## src/rtl/hsb_pkg.sv

```systemverilog
package hsb_pkg;
  localparam int TS_W = 14;

  typedef enum logic [1:0] {ST_IDLE, ST_ACQ, ST_CLOSE, ST_READ} hsb_state_e;

  // saturating collision-number step
  function automatic logic [TS_W-1:0] ts_next(input logic [TS_W-1:0] v);
    return (&v) ? v : v + 1'b1;
  endfunction

  // lowest set bit position; 0 when none set
  function automatic int unsigned first_set(input logic [63:0] bits);
    for (int i = 0; i < 64; i++) begin
      if (bits[i]) return i;
    end
    return 0;
  endfunction

  // effective entry limit
  function automatic int unsigned clip_cap(input int unsigned req, input int unsigned depth);
    return (req > depth) ? depth : req;
  endfunction
endpackage

```

## src/rtl/coll_counter.sv

```systemverilog
module coll_counter
  import hsb_pkg::*;
(
  input  logic            clk,
  input  logic            rst_n,
  input  logic            restart,
  input  logic            step,
  output logic [TS_W-1:0] value
);
  always_ff @(posedge clk or negedge rst_n) begin
    if (!rst_n)       value <= '0;
    else if (restart) value <= '0;
    else if (step)    value <= ts_next(value);
  end
endmodule

```

## src/rtl/hit_queue.sv

```systemverilog
module hit_queue
  import hsb_pkg::*;
#(
  parameter int NPIX  = 8,
  parameter int IDX_W = 3
) (
  input  logic             clk,
  input  logic             rst_n,
  input  logic             flush,
  input  logic             load,
  input  logic [NPIX-1:0]  load_bits,
  input  logic [TS_W-1:0]  load_ts,
  output logic             item_valid,
  output logic [IDX_W-1:0] item_idx,
  output logic [TS_W-1:0]  item_ts
);
  logic [NPIX-1:0] pend;
  logic [TS_W-1:0] ts_q;

  assign item_valid = |pend;
  assign item_idx   = IDX_W'(first_set(64'(pend)));
  assign item_ts    = ts_q;

  always_ff @(posedge clk or negedge rst_n) begin
    if (!rst_n) begin
      pend <= '0;
      ts_q <= '0;
    end else if (flush) begin
      pend <= '0;
    end else if (load) begin
      pend <= load_bits;
      ts_q <= load_ts;
    end else if (item_valid) begin
      pend <= pend & ~(NPIX'(1) << item_idx);
    end
  end
endmodule

```

## src/rtl/entry_store.sv

```systemverilog
module entry_store
  import hsb_pkg::*;
#(
  parameter int DEPTH = 64,
  parameter int IDX_W = 3,
  parameter int CNT_W = 7,
  parameter int AW    = 6
) (
  input  logic                  clk,
  input  logic                  rst_n,
  input  logic                  clear,
  input  logic                  wr_req,
  input  logic [IDX_W-1:0]      wr_idx,
  input  logic [TS_W-1:0]       wr_ts,
  input  logic [CNT_W-1:0]      cap,
  input  logic [AW-1:0]         rd_addr,
  output logic [CNT_W-1:0]      count,
  output logic                  ovf,
  output logic [IDX_W+TS_W-1:0] rd_word,
  output logic                  wr_fire,
  output logic                  drop_fire
);
  logic [IDX_W+TS_W-1:0] mem [DEPTH];
  logic room;

  assign room      = count < cap;
  assign wr_fire   = wr_req && !clear && room;
  assign drop_fire = wr_req && !clear && !room;
  assign rd_word   = mem[rd_addr];

  always_ff @(posedge clk) begin
    if (wr_fire) mem[count[AW-1:0]] <= {wr_idx, wr_ts};
  end

  always_ff @(posedge clk or negedge rst_n) begin
    if (!rst_n) begin
      count <= '0;
      ovf   <= 1'b0;
    end else if (clear) begin
      count <= '0;
      ovf   <= 1'b0;
    end else begin
      if (wr_fire)   count <= count + 1'b1;
      if (drop_fire) ovf   <= 1'b1;
    end
  end
endmodule

```

## src/rtl/hit_stamp_buffer.sv

```systemverilog
module hit_stamp_buffer
  import hsb_pkg::*;
#(
  parameter int NPIX   = 8,
  parameter int DEPTH  = 64,
  localparam int IDX_W = (NPIX > 1) ? $clog2(NPIX) : 1,
  localparam int CNT_W = $clog2(DEPTH + 1),
  localparam int AW    = (DEPTH > 1) ? $clog2(DEPTH) : 1,
  localparam int WORD_W = IDX_W + TS_W
) (
  input  logic              clk,
  input  logic              rst_n,
  input  logic              train_start,
  input  logic              train_end,
  input  logic              coll_strobe,
  input  logic [NPIX-1:0]   pix_hit,
  input  logic [CNT_W-1:0]  max_entries,
  input  logic              out_ready,
  output logic              out_valid,
  output logic [WORD_W-1:0] out_data,
  output logic              out_last,
  output logic              done,
  output logic              abort_err
);
  hsb_state_e state;
  logic [CNT_W-1:0] rd_ptr, cap_q, ent_cnt;
  logic [TS_W-1:0]  coll_val, item_ts;
  logic [IDX_W-1:0] item_idx;
  logic [WORD_W-1:0] rd_word;
  logic item_valid, ovf;

  // named events for the checker
  logic start_new, abort_ev, strobe_ev, rd_fire, at_status, final_ev;
  logic wr_fire, drop_fire, store_clear;

  assign start_new   = train_start && (state == ST_IDLE || state == ST_READ);
  assign abort_ev    = train_start && (state == ST_READ);
  assign strobe_ev   = coll_strobe && (state == ST_ACQ);
  assign rd_fire     = out_valid && out_ready;
  assign at_status   = (rd_ptr == ent_cnt);
  assign final_ev    = rd_fire && at_status && !train_start;
  assign store_clear = start_new || final_ev;

  coll_counter u_cnt (
    .clk(clk), .rst_n(rst_n), .restart(start_new), .step(strobe_ev), .value(coll_val)
  );

  hit_queue #(.NPIX(NPIX), .IDX_W(IDX_W)) u_q (
    .clk(clk), .rst_n(rst_n), .flush(start_new), .load(strobe_ev),
    .load_bits(pix_hit), .load_ts(coll_val),
    .item_valid(item_valid), .item_idx(item_idx), .item_ts(item_ts)
  );

  entry_store #(.DEPTH(DEPTH), .IDX_W(IDX_W), .CNT_W(CNT_W), .AW(AW)) u_st (
    .clk(clk), .rst_n(rst_n), .clear(store_clear), .wr_req(item_valid),
    .wr_idx(item_idx), .wr_ts(item_ts), .cap(cap_q), .rd_addr(rd_ptr[AW-1:0]),
    .count(ent_cnt), .ovf(ovf), .rd_word(rd_word),
    .wr_fire(wr_fire), .drop_fire(drop_fire)
  );

  assign out_valid = (state == ST_READ);
  assign out_last  = out_valid && at_status;
  assign out_data  = at_status ? {{(WORD_W-1){1'b0}}, ovf} : rd_word;

  always_ff @(posedge clk or negedge rst_n) begin
    if (!rst_n) begin
      state     <= ST_IDLE;
      rd_ptr    <= '0;
      cap_q     <= '0;
      done      <= 1'b0;
      abort_err <= 1'b0;
    end else begin
      done <= final_ev;
      if (abort_ev) abort_err <= 1'b1;
      if (start_new) begin
        state  <= ST_ACQ;
        rd_ptr <= '0;
        cap_q  <= CNT_W'(clip_cap(int'(max_entries), DEPTH));
      end else begin
        unique case (state)
          ST_ACQ:   if (train_end) state <= ST_CLOSE;
          ST_CLOSE: if (!item_valid) begin
            state  <= ST_READ;
            rd_ptr <= '0;
          end
          ST_READ: if (rd_fire) begin
            if (at_status) state <= ST_IDLE;
            else           rd_ptr <= rd_ptr + 1'b1;
          end
          default: ;
        endcase
      end
    end
  end
endmodule

```

## config.mk

```make
export PLATFORM = sky130hd
export DESIGN_NAME = hit_stamp_buffer
export DESIGN_NICKNAME = d
export VERILOG_FILES = /design/src/rtl/hsb_pkg.sv /design/src/rtl/coll_counter.sv /design/src/rtl/hit_queue.sv /design/src/rtl/entry_store.sv /design/src/rtl/hit_stamp_buffer.sv
export SDC_FILE = /design/constraint.sdc
export NUM_CORES = 1
export LEC_CHECK = 0
export ABC_AREA = 0
export BUFFER_PORTS_ARGS = -buffer_cell sky130_fd_sc_hd__buf_4
export CORE_AREA = 2 2 332 334
export DETAILED_ROUTE_END_ITERATION = 8
export DIE_AREA = 0 0 334 336
export REMOVE_ABC_BUFFERS = 1
export SYNTH_ARGS = -nofsm -noshare
export SYNTH_HDL_FRONTEND = slang
export SYNTH_SLANG_ARGS = --single-unit
```

## constraint.sdc

```tcl
create_clock -name clk -period 6.6 [get_ports clk]
set_clock_uncertainty 0.15 [all_clocks]
set_input_delay 0.66 -clock clk [delete_from_list [all_inputs] [get_ports clk]]
set_output_delay 0.66 -clock clk [all_outputs]
set_load 0.01 [all_outputs]
```

== Word level (Yosys, flattened, before mapping) ==
Memory sizes are Yosys's and may differ from the RTL's.
Cells that the tools add are included.
Cells by class
  shift operators: 1
  equality and inequality tests: 10
  muxes and demuxes: 93
  reductions and logical operators: 28
  add/sub/neg operators: 3
  order comparisons: 2
  bitwise logic cells: 3
Operator list (count)
  2-to-1 mux 3 bit: 20
  2-to-1 mux 1 bit: 52
  2-to-1 mux 7 bit: 7
  2-to-1 mux 14 bit: 3
  2-to-1 mux 8 bit: 3
  2-to-1 mux 17 bit: 1
  adder 14 x 1 -> 14 bit, second input constant: 1
  adder 7 x 1 -> 7 bit, second input constant: 2
  one-hot mux 7 bit (2 select lines): 1
  AND reduction 14 bit: 1
  logical AND 1 bit: 10
  2-to-1 mux 2 bit: 5
  inequality test 3 bit, second input constant: 3
  AND 8 bit: 1
  NOT 8 bit: 1
  OR reduction 8 bit: 1
  << shifter 1 x 3 -> 8 bit, first input constant: 1
  equality test 7 bit: 1
  greater-than comparator 7 bit, second input constant: 1
  < comparator 7 bit: 1
  inequality test 3 x 1 -> 1 bit, second input constant: 2
  one-hot mux 2 bit (3 select lines): 1
  nonzero test 2 bit: 3
  nonzero test 3 bit: 2
  other kinds (11): 16
Word-level totals
  logic and storage cells: 151
  input port bits: 21
  memory bits (writable): 1088
  register bits after elaboration: 62
  memories: 1
  output and inout bits: 21
Memory list
  u_st.mem: depth 64, bits a word 17, read ports 1, clocked after memory_dff 0, wr ports 1, line entry_store.sv:23  | logic [IDX_W+TS_W-1:0] mem [DEPTH];

== Longest topological paths before layout ==
  word-level depth: 36
  gate-level depth with buffers: 11
  gate-level depth less buffers: 9

== Hierarchy ==
Synthesis repeated with hierarchy kept, for this count alone.
Second synthesis, totals
  cell total of the unflattened synthesis: 2222
  area, all modules: 45396.0 µm²
Modules (own cells, without submodules)
  entry_store: cells each 1927, seq. area each 32871.5 µm², instances 1, area an instance 42426.9 µm²
  hit_stamp_buffer: cells each 136, seq. area each 450.4 µm², instances 1, area an instance 1223.7 µm²
  hit_queue: cells each 80, seq. area each 550.5 µm², instances 1, area an instance 950.9 µm²
  coll_counter: cells each 79, seq. area each 350.3 µm², instances 1, area an instance 794.5 µm²

== Least setup slack after synthesis ==
Ideal clock, no wire load.
  kind: reg2reg
  start point: reg state[0]
  end point: mem u_st.mem[40][0] (netlist bit), enable pin
  clock period less this slack: 4007 ps
  arrival time: 3422 ps
  required time: 6015 ps
  path slack: 2593 ps
  stages on the path, launching flop included: 9
  setup time: 435 ps
  buffers on the path: 3
  cells stage by stage: dfrtp_1 -> ha_1 -> clkbuf_1 -> and3_4 -> and2_1 -> or2_1 -> buf_2 -> buf_2 -> nor4_1
On the way
  cells in the longest elaborated chain, start to end: 10
  elaborated cells on any way between the ends: 13
  classes of those cells: eq/ne: 1; mux: 2; reduce/logical: 10
RTL lines
  from (decl): line hit_stamp_buffer.sv:25  | hsb_state_e state;
  from (signal assigned): line hit_stamp_buffer.sv:67  | state <= ST_IDLE;
  from (signal assigned): line hit_stamp_buffer.sv:76  | state <= ST_ACQ;
  from (signal assigned): line hit_stamp_buffer.sv:81  | ST_ACQ: if (train_end) state <= ST_CLOSE;
  equality test 2 bit: line hit_stamp_buffer.sv:61  | assign out_valid = (state == ST_READ);
  net out_valid: line hit_stamp_buffer.sv:19  | output logic out_valid,
  logical AND 1 bit: line hit_stamp_buffer.sv:39  | assign rd_fire = out_valid && out_ready;
  logical AND 1 bit (2 in series): line hit_stamp_buffer.sv:41  | assign final_ev = rd_fire && at_status && !train_start;
  net final_ev: line hit_stamp_buffer.sv:33  | logic start_new, abort_ev, strobe_ev, rd_fire, at_status, final_ev;
  logical OR 1 bit: line hit_stamp_buffer.sv:42  | assign store_clear = start_new || final_ev;
  zero test 1 bit: line entry_store.sv:27  | assign wr_fire = wr_req && !clear && room;
  logical AND 1 bit (2 in series): line entry_store.sv:27
  2-to-1 mux 1 bit: line entry_store.sv:32  | if (wr_fire) mem[count[AW-1:0]] <= {wr_idx, wr_ts};
  2-to-1 mux 1 bit (implied by the code): line entry_store.sv:32
  to (decl): line entry_store.sv:23
The timed path passes the listed nets, and every way through them passes these cells.

== Final worst setup path ==
  start point: reg rd_ptr[1]
  end point: out out_data[13]
On the way
  cells in the longest elaborated chain, start to end: 2
  elaborated cells on any way between the ends: 3
  classes of those cells: eq/ne: 1; mux: 1; memory: 1
RTL lines
  from (decl): line hit_stamp_buffer.sv:26  | logic [CNT_W-1:0] rd_ptr, cap_q, ent_cnt;
  from (signal assigned): line hit_stamp_buffer.sv:88  | else rd_ptr <= rd_ptr + 1'b1;
  memory (64 x 17 bit) / equality test 7 bit (equally long branches)
  2-to-1 mux 17 bit *: line hit_stamp_buffer.sv:63  | assign out_data = at_status ? {{(WORD_W-1){1'b0}}, ovf} : rd_word;
  to (decl): line hit_stamp_buffer.sv:20  | output logic [WORD_W-1:0] out_data,
Every way passes the cells marked *; elsewhere a longest branch is shown, timed or not.

==> key figures <==
Detailed routing
  • Average wire per standard cell: between 30 and 40 um
  • Initial DRC Count: between 2000 and 2500
  • Post-route ant nets: 0
  • Drt total wl: about 110 mm
  • Detailed Routing Iterations Pass 1: 5
  • Vias per cell: a little under 6
  • Residual DRC: 0
  • Total number of vias: ~22000

Place
  • Post-DP HPWL: 63.37 mm
  • Placer Congestion: roughly 0.82
  • IO buf count: slightly above 40
  • DP Worst Slack: around 1.8 ns

Critical path
  • Reg2reg setup slack: between 2 and 2.5 ns
  • CP Data Required Time: about 5.8 ns
  • Data arrival, critical path: between 4 and 5 ns
  • Reg2reg path depth: 8
  • Crit. Startpoint: rd_ptr[1]
  • R2R Path End: u_st.mem[55][16]
  • Critical path fanouts, max: 36
  • Critical Path End Type: primary output
  • Reg-to-Reg Start: rd_ptr[1]
  • Startpoint types: flip-flop
  • WS Path Type: flip-flop to primary output
  • Worst Setup EP: out_data[13]

Die
  • Die W: 334 um
  • Die area: 112200 sq um
  • Placement Rows: around 120
  • Io pins: 42
  • Initial core utilization: 41.86%
  • Die height: about 340 um
  • Core area: 108400 sq um

Synth
  • Yosys cell types: 63
  • Simple-Gate Fraction of Synth Area: under 10%
  • Sequential fraction of the synthesis area: between 70% and 80%
  • Multiplexer share of the synthesized area: 16.83%
  • Adder-Cell Fraction of Synth Area: 0.3860%
  • Async S/R FF share, synth: under 10%
  • Cell area after synthesis: roughly 45000 sq um
  • Synth Area per Inst: about 21 sq um
  • Post-synthesis register bit count: about 1200
  • Xor and xnor area share after synthesis: less than 1%
  • Synth Warn #: 0
  • Compound-Gate Fraction of Synth Area: 2.184%
  • Post-synth EDFFs: 1088
  • Main combinational cell family by area after synthesis: multiplexers
  • Post-Synthesis Cells: around 2200
  • Ys flop type: edfxtp_1

CTS
  • Reg clk slew, reported paths: 0.06 ns
  • H-tree Lvls: 3
  • CTS max path bufs: 3
  • CTS Buf Count: between 100 and 150
  • Clock sink count: approximately 1200
  • CTS tree: done
  • CTS root buf: clkbuf_16
  • Worst skew pair latency: 0.70 ns
  • Post-CTS Setup Inserts: 0

Timing
  • Unrepaired setup endpoints after global routing: false
  • Max_slew headroom: a little under a tenth
  • Post-layout minimum cycle time: 5.503 ns
  • Final setup fails: 0
  • Final WS setup: between 1 and 1.5 ns
  • Fin. max-slew vios: 0
  • Final hold vios: 0
  • Maximum clock frequency: between 0.15 and 0.2 GHz
  • Worst-Margin Slew: between 1 and 1.5 ns
  • Period utilization: between 80 and 90%

Final layout
  • Area Overhead vs Synth: 13.95%
  • Layout cells sized above 1: 30.13%
  • Final nets: between 2000 and 2500

Global routing
  • Antenna violations before repair: 2
  • Global-route wire length before repair: between 150 and 200 mm
  • Grt ovf: 0
  • Pin count of the biggest net entering global routing: between 100 and 150
  • GRT Overall Usage: approximately a fifth
  • Vias in the first global route: around 22000

Power
  • Design Power: 18630 uW
  • Leakage: 0.01654 uW
  • P per Cell Area: approximately 360 nW/um^2
  • Worst vdd ir: 0.3822 mV

Min path
  • Min-Delay Path Class: input pin to flip-flop

Run
  • Max cap viols: 0

Status
  • Status: complete, no violations
flip-flops by register name (all words and copies together), names as in the netlist:
| signal | count |
|---|---|
| u_st.mem | 1088 |
| u_cnt.value | 14 |
| u_q.item_ts | 14 |
| u_q.pend | 8 |
| cap_q | 7 |
| rd_ptr | 7 |
| u_st.count | 7 |
| state | 2 |
| abort_err | 1 |
| done | 1 |
| u_st.ovf | 1 |
placed cells by master (no fill, tap or decap), drive strengths merged, types with 10 or more instances in the layout:
master,instances
clkbuf,133
a21oi,25
nor2b,12
ha,14
mux2i,63
inv,25
mux4,296
a211oi,19
nor4,16
edfxtp,1088
and2,12
o21ai,40
xor2,15
xnor2,10
nor3,21
nand2,65
clkinv,49
nand3,24
dfrtp,62
o22ai,16
bufinv,17
buf,136
mux2,30
nor2,85
routing by layer:
layer  routed length, um  GRT usage (%)  vias up
met5                   0              0        -
met4                2222          4.945        0
met3                7635          2.947      139
met2               55210          32.98      899
met1               48960          29.34    12225
li1                    -              -     9221
synth_stat cells, types with 15 or more instances:
| cell type | count | area (sq um) |
|---|---|---|
| o21ai_0 | 33 | 165.2 |
| nor4_1 | 15 | 93.84 |
| nand2_1 | 65 | 244.0 |
| xor2_1 | 15 | 131.4 |
| nor3_1 | 21 | 105.1 |
| dfrtp_1 | 62 | 1551 |
| clkbuf_1 | 37 | 138.9 |
| edfxtp_1 | 1088 | 32670 |
| buf_2 | 43 | 215.2 |
| nor2_1 | 85 | 319.1 |
| a21oi_1 | 24 | 120.1 |
| a211oi_1 | 19 | 142.6 |
| o22ai_1 | 16 | 100.1 |
| nand3_1 | 23 | 115.1 |
| mux2i_1 | 63 | 630.6 |
| inv_1 | 18 | 67.56 |
| buf_4 | 20 | 150.1 |
| mux2_2 | 26 | 292.8 |
| mux4_2 | 296 | 6666 |
power by group:
part / internal [uW] / leakage (uW) / switching [uW]
clock: 3870 / 0.00186 / 2750
sequential: 8640 / 0.0110 / 190
combinational: 1090 / 0.00366 / 2080
total: 13600 / 0.0165 / 5020
worst max-delay path, stage by stage (launching register included):
cell	delay, ns
dfrtp_4	0.90
xor2_1	0.15
nor4_1	0.48
and2_1	0.42
nand2b_1	0.67
nor2_1	0.44
a22oi_1	0.51
o21ai_1	0.21
buf_4	0.22
kinds of logic after synthesis:
| family | Yosys count |
|---|---|
| AO/OA/AOI/OAI | 150 |
| adder cells (fa/ha/maj) | 14 |
| buffers and inverters | 136 |
| AND/OR/NAND/NOR | 286 |
| XOR/XNOR | 25 |
| multiplexers | 389 |
| flip-flops | 1150 |
metrics by stage:
stage	cell area, sq um	utilization, %	setup TNS [ns]	hold WS, ns	instances
after CTS	51700	47.70	0	0.004052	3797
after global placement	47840	44.14	0	0.2931	3581
after detailed placement	47860	44.15	0	0.3101	3583
final	51710	47.70	0	0.04350	3798
after global routing	51700	47.70	0	0.03480	3797
after floorplan	44730	-	-5367.93	0.2144	2033
area by class of cell:
class	count	area, sq um
fill	8778	56690
clock buffer	133	2954
sequential	1150	34250
multi-input combinational	864	10670
clock inverter	80	879.6
antenna	1	2.502
inverter	19	71.32
timing repair buffer	137	1106
tap	1414	1769
worst min path at each step:
stage / startpoint / endpoint / slack [ns] / cells past startpoint
after floorplan: rst_n / abort_err / 0.21 / 0
after global placement: abort_err / abort_err / 0.29 / 1
after detailed placement: abort_err / abort_err / 0.31 / 1
after CTS: pix_hit[4] / u_q.pend[4] / 0.004 / 3
after global routing: train_start / abort_err / 0.03 / 2
final: pix_hit[4] / u_q.pend[4] / 0.04 / 3
repair_timing:
| item | in CTS | in global routing |
|---|---|---|
| endpoints found under the setup margin | 0 | 0 |
| resized for setup | 0 | 0 |
| hold buffers | 1 | 0 |
| hold endpoints to repair | 62 | 0 |
(Power assumes the default switching activity.)
